## src/rtl/adc_corr_pkg.sv

```systemverilog
package adc_corr_pkg;

  localparam int unsigned DEF_NUM_RES = 8;

  typedef logic [1:0] dec_t;

  localparam dec_t DEC_ZERO = 2'b00;
  localparam dec_t DEC_ONE  = 2'b01;
  localparam dec_t DEC_TWO  = 2'b10;
  localparam dec_t DEC_BAD  = 2'b11;

  // A decision code outside the three legal values
  function automatic logic dec_is_bad(dec_t d);
    return d == DEC_BAD;
  endfunction

  // Legalised decision: the unused code folds onto the top value
  function automatic dec_t dec_fix(dec_t d);
    return dec_is_bad(d) ? DEC_TWO : d;
  endfunction

endpackage

```

## src/rtl/corr_delay_line.sv

```systemverilog
module corr_delay_line #(
  parameter int unsigned W     = 2,
  parameter int unsigned DEPTH = 1
) (
  input  logic         clk,
  input  logic         rst,
  input  logic         en,
  input  logic [W-1:0] din,
  output logic [W-1:0] dout
);

  logic [W-1:0] regs [DEPTH];

  always_ff @(posedge clk) begin
    if (rst) begin
      for (int j = 0; j < DEPTH; j++) regs[j] <= '0;
    end else if (en) begin
      regs[0] <= din;
      for (int j = 1; j < DEPTH; j++) regs[j] <= regs[j-1];
    end
  end

  assign dout = regs[DEPTH-1];

endmodule

```

## src/rtl/corr_fill_tracker.sv

```systemverilog
module corr_fill_tracker #(
  parameter int unsigned FILL = 8
) (
  input  logic clk,
  input  logic rst,
  input  logic en,
  output logic full
);

  localparam int unsigned CW = $clog2(FILL + 1);

  logic [CW-1:0] cnt;

  always_ff @(posedge clk) begin
    if (rst)                        cnt <= '0;
    else if (en && cnt != CW'(FILL)) cnt <= cnt + 1'b1;
  end

  // Enough earlier slots seen for the current slot to complete a sample
  assign full = (cnt == CW'(FILL));

endmodule

```

## src/rtl/corr_merge.sv

```systemverilog
module corr_merge
  import adc_corr_pkg::*;
#(
  parameter int unsigned NUM_RES = DEF_NUM_RES,
  parameter int unsigned CODE_W  = NUM_RES + 2
) (
  input  logic [NUM_RES-1:0][1:0] dec_al,
  input  logic                    fbit,
  output logic [CODE_W-1:0]       sum,
  output logic                    err
);

  localparam int unsigned SUM_W = CODE_W + 1;
  localparam logic [SUM_W-1:0] MAXC = SUM_W'((1 << CODE_W) - 1);

  // Weighted contribution of stage index i (stage i+1)
  function automatic logic [SUM_W-1:0] stage_term(dec_t d, int unsigned i);
    return SUM_W'(dec_fix(d)) << (NUM_RES - i);
  endfunction

  function automatic logic [CODE_W-1:0] clip(logic [SUM_W-1:0] v);
    return (v > MAXC) ? MAXC[CODE_W-1:0] : v[CODE_W-1:0];
  endfunction

  logic [SUM_W-1:0] acc;
  logic             bad;

  always_comb begin
    acc = SUM_W'(fbit);
    bad = 1'b0;
    for (int unsigned i = 0; i < NUM_RES; i++) begin
      acc = acc + stage_term(dec_al[i], i);
      bad = bad | dec_is_bad(dec_al[i]);
    end
  end

  assign sum = clip(acc);
  assign err = bad;

endmodule

```

## src/rtl/adc_corr_top.sv

```systemverilog
module adc_corr_top
  import adc_corr_pkg::*;
#(
  parameter int unsigned NUM_RES = DEF_NUM_RES,
  parameter int unsigned CODE_W  = NUM_RES + 2
) (
  input  logic                    clk,
  input  logic                    rst,
  input  logic                    in_valid,
  input  logic [NUM_RES-1:0][1:0] stage_dec,
  input  logic                    final_bit,
  output logic [CODE_W-1:0]       code,
  output logic                    out_valid,
  output logic                    dec_err
);

  logic [NUM_RES-1:0][1:0] dec_al;
  logic [CODE_W-1:0]       merge_sum;
  logic                    merge_err;
  logic                    slot_full;
  logic                    slot_fire;

  // Stage g+1 waits NUM_RES-g slots; the comparator bit is not delayed
  for (genvar g = 0; g < NUM_RES; g++) begin : g_align
    corr_delay_line #(.W(2), .DEPTH(NUM_RES - g)) u_dl (
      .clk  (clk),
      .rst  (rst),
      .en   (in_valid),
      .din  (stage_dec[g]),
      .dout (dec_al[g])
    );
  end

  corr_fill_tracker #(.FILL(NUM_RES)) u_fill (
    .clk  (clk),
    .rst  (rst),
    .en   (in_valid),
    .full (slot_full)
  );

  corr_merge #(.NUM_RES(NUM_RES), .CODE_W(CODE_W)) u_merge (
    .dec_al (dec_al),
    .fbit   (final_bit),
    .sum    (merge_sum),
    .err    (merge_err)
  );

  assign slot_fire = in_valid & slot_full;

  always_ff @(posedge clk) begin
    if (rst) begin
      code      <= '0;
      out_valid <= 1'b0;
      dec_err   <= 1'b0;
    end else begin
      out_valid <= slot_fire;
      dec_err   <= slot_fire & merge_err;
      if (slot_fire) code <= merge_sum;
    end
  end

endmodule

```

## config.mk

```make
export PLATFORM = sky130hd
export DESIGN_NAME = adc_corr_top
export DESIGN_NICKNAME = d
export VERILOG_FILES = /design/src/rtl/adc_corr_pkg.sv /design/src/rtl/corr_delay_line.sv /design/src/rtl/corr_fill_tracker.sv /design/src/rtl/corr_merge.sv /design/src/rtl/adc_corr_top.sv
export SDC_FILE = /design/constraint.sdc
export NUM_CORES = 1
export LEC_CHECK = 0
export BUFFER_PORTS_ARGS = -buffer_cell sky130_fd_sc_hd__buf_2
export CAP_MARGIN = 20
export CORE_MARGIN = 2
export CORE_UTILIZATION = 41
export DETAILED_ROUTE_END_ITERATION = 7
export GPL_ROUTABILITY_DRIVEN = 0
export PLACE_DENSITY_LB_ADDON = 0.08
export SYNTH_ARGS = -nofsm -noshare
export SYNTH_HDL_FRONTEND = slang
export SYNTH_SLANG_ARGS = --single-unit
```

## constraint.sdc

```tcl
create_clock -name clk -period 3.01 [get_ports clk]
set_input_delay 0.1505 -clock clk [delete_from_list [all_inputs] [get_ports clk]]
set_output_delay 0.1505 -clock clk [all_outputs]
set_load 0.02 [all_outputs]
```

==> summary.md <==
| Metric | Value |
|---|---|
| Worst hold-check path type | `in2reg` |
| Worst-path fanout max | `9` |
| Hold buffer count at cts | `0` |
| Initial antenna violation count | `0` |
| RR Endpoint | `code[6]` |
| Core area | `8810 sq um` |
| Syn_nets | `315` |
| Vert. Die Dim | `99.5 microns` |
| Status | `finished, final reports clean` |
| Most used DFF post-synth | `edfxtp_1` |
| Clock root cell | `clkbuf_8` |
| Complex-gate fraction of the synthesized area | `0.0806` |
| Max Fclk | `0.464 GHz` |
| Dpl cell area | `3980 sq um` |
| Clk_lat worst skew | `0.35 ns` |
| Worst reg2reg path startpoint | `g_align[6].u_dl.regs[0][2]` |
| Synthesized instance count | `285` |
| Bufs on Longest Clock Path | `2` |
| Post-synthesis xor/xnor area fraction | `0.00936` |
| Row count | `34` |
| Congestion Overflow GR | `0` |
| Synth Warn # | `0` |
| Slew Limit Fails | `0` |
| Final Hold Fails | `0` |
| Top Usage Layer GRT | `met2` |
| Mean routed wirelength per cell | `12.3 microns` |
| Min Clock Period, post-route | `2.15 ns` |
| Final Skew | `0.00900 ns` |
| Die area | `9910 sq um` |
| DP HPWL | `3160 microns` |
| First-pass GRT wire length | `8970 microns` |
| Internal | `1.85 mW` |
| Worst-path clk slew | `0.09 ns` |
| Tot Pwr | `2.39 mW` |
| Commonest non-fill, non-tap cell in the layout | `edfxtp_1` |
| Buf/Inv on CP | `0` |
| H-tree depth | `3` |
| Sw frac | `0.227` |
| Met3 Use GR | `0.0429` |
| WHS Endpoint | `code[0]` |
| Resize count post-CTS | `0` |
| Delay-heaviest family, CP | `compound AO/OA/AOI/OAI gates` |
| Gate power share | `0.066` |
| Tot GR Track Use | `0.115` |
| Vias in the first global route | `2,011` |
| Clk pwr share | `0.343` |
| Mapped cell area | `3740 sq um` |
| Initial Utilization | `0.425` |
| CTS tree | `yes` |
| Crit path capture type | `flop` |
| Final Non-Filler Cells | `425` |
| Simple-Gate Fraction of Synth Area | `0.185` |
| DP Cell Count | `409` |
| Worst Path Required | `3.23 ns` |
| Leakage | `1.68 nW` |
| Maximum VDD drop | `0.294 mV` |
| Initial DRT Pass Iterations | `4` |
| CP Cell Sequence | `nor2b_1 -> ha_1 -> fa_1 -> a211oi_2 -> o21ai_2 -> a31oi_4 -> a21oi_1` |
| Async set-reset flop share out of synthesis | `0` |
| Maxcap violations | `0` |
| Final Util | `0.475` |
| Number of synthesized flops with an enable pin | `72` |
| Power per cell area | `571 nW/um^2` |
| Synthesized flop and latch total | `88` |
| Post-Route Setup TNS | `0 ns` |
| CP Class | `reg2reg` |
| Met1 Resource Use GR | `0.129` |
| CP startpoint kind | `flop` |
| Via count | `2,059` |
| Hold path depth | `3` |
| Largest family of logic cells by synthesized area | `simple AND/OR/NAND/NOR gates` |
| Layout Nets | `342` |
| Residual DRC | `0` |
| Post-CTS setup buffers | `0` |
| P_sw | `542 uW` |
| CP arrival | `2.37 ns` |
| R2R cell count | `7` |
| Synthesized area per cell | `13.1 sq um` |
| IO Pins | `32` |
| Synth cell types | `42` |
| Port Buffer Count | `31` |
| Final WS setup | `0.857 ns` |
| Post-Place Setup Slack | `0.851 ns` |
| Least-Margin Pin Slew | `0.833 ns` |
| Max_slew headroom | `0.445` |
| DR vias/cell | `4.84` |
| WHS | `0.0352 ns` |
| Finish-stage setup viols | `0` |
| RSZ-0062 raised after global routing | `no` |
| Antenna fix cells | `0` |
| Hold Startpoint | `final_bit` |
| R2R Setup Slk | `0.86 ns` |
| CTS sink cnt | `88` |
| Slowest-stage cell, CP | `fa_1` |
| Final worst path period share | `0.715` |
| Share of layout cells above drive strength 1 | `0.174` |
| Layout area overhead | `11.8%` |
| Worst path max stage delay | `0.44 ns` |
| ANT nets after route | `0` |
| Met2 GRT Util | `0.200` |
| Reg power frac | `0.591` |
| Fin area | `4180 sq um` |
| DRT iter0 DRCs | `98` |
| DIE WIDTH | `99.5 microns` |
| Post-synthesis adder-cell area fraction | `0.0354` |
| Multiplexer share of the synthesized area | `0` |
| Final WL | `5230 microns` |
| Most frequent cells in the layout | `edfxtp_1 (72), and2_1 (67), buf_2 (31)` |
| Pin count of the biggest net entering global routing | `73` |
| Register area share after synthesis | `0.663` |
| Cts bufs inserted | `9` |
[sequential cells by signal, summed over array words and instances, names as in the netlist]
signal             count
g_align.u_dl.regs     72
u_fill.cnt             4
dec_err                1
code                  10
out_valid              1
[synth_stat cells (2+ instances only)]
| library cell | n | area [sq um] |
|---|---|---|
| nand2b_1 | 2 | 12.5 |
| and2_1 | 67 | 419 |
| o21ai_0 | 11 | 55.1 |
| nor2b_1 | 14 | 87.6 |
| a22o_1 | 2 | 17.5 |
| nor3_1 | 2 | 10.0 |
| nand3b_1 | 2 | 15.0 |
| edfxtp_1 | 72 | 2160 |
| inv_1 | 8 | 30.0 |
| nor2_1 | 9 | 33.8 |
| o211ai_1 | 2 | 15.0 |
| nand2_1 | 7 | 26.3 |
| clkbuf_1 | 14 | 52.6 |
| dfxtp_1 | 16 | 320 |
| a21oi_1 | 18 | 90.1 |
| xnor2_1 | 3 | 26.3 |
| nand3_1 | 2 | 10.0 |
| a221oi_1 | 2 | 17.5 |
| ha_1 | 9 | 113 |
[power groups by stage]
stage | clock (mW) | combinational (mW) | sequential, mW
2_1_floorplan | 0 | 0.123 | 1.43
3_3_place_gp | 0 | 0.158 | 1.44
3_5_place_dp | 0 | 0.159 | 1.44
4_1_cts | 0.858 | 0.160 | 1.41
5_1_grt | 0.900 | 0.180 | 1.42
6_report | 0.820 | 0.157 | 1.41
[routing by layer]
| metal | part of all wire | wire (microns) | vias up |
|---|---|---|---|
| li1 | - | - | 1048 |
| met1 | 0.44 | 2290 | 967 |
| met2 | 0.51 | 2650 | 38 |
| met3 | 0.036 | 191 | 6 |
| met4 | 0.019 | 99 | 0 |
| met5 | 0 | 0 | - |
[worst max path at each step]
stage	start	end	slack [ns]	cells past startpoint
6_report	g_align[6].u_dl.regs[0][2]	code[6]	0.86	7
5_1_grt	g_align[6].u_dl.regs[0][2]	code[6]	0.75	7
4_1_cts	g_align[6].u_dl.regs[0][2]	code[3]	0.84	7
3_5_place_dp	g_align[6].u_dl.regs[0][2]	code[0]	0.85	7
3_3_place_gp	g_align[6].u_dl.regs[0][2]	code[0]	0.89	7
2_1_floorplan	g_align[6].u_dl.regs[0][2]	code[0]	1.04	7
[final cells by class]
type / count / area (sq um)
Tap cell: 108 / 135
Clock inverter: 7 / 76.3
Timing Repair Buffer: 32 / 175
Sequential cell: 88 / 2480
Multi-Input combinational cell: 173 / 1160
Inverter: 8 / 30.0
Fill cell: 795 / 4620
Clock buffer: 9 / 124
[logic make-up (layout without fill, tap and decap cells)]
group,after synthesis,in the layout
and+or+nand+nor,113,113
buffers and inverters,24,56
adders and majority gates,10,10
AOI/OAI and AO/OA,46,46
DFF,88,88
xor gates and xnor gates,4,4
[worst min-delay path, cell delays in order]
cell	delay [ns]
buf_2	0.09
inv_1	0.04
a21oi_1	0.05
(Power assumes the default switching activity.)
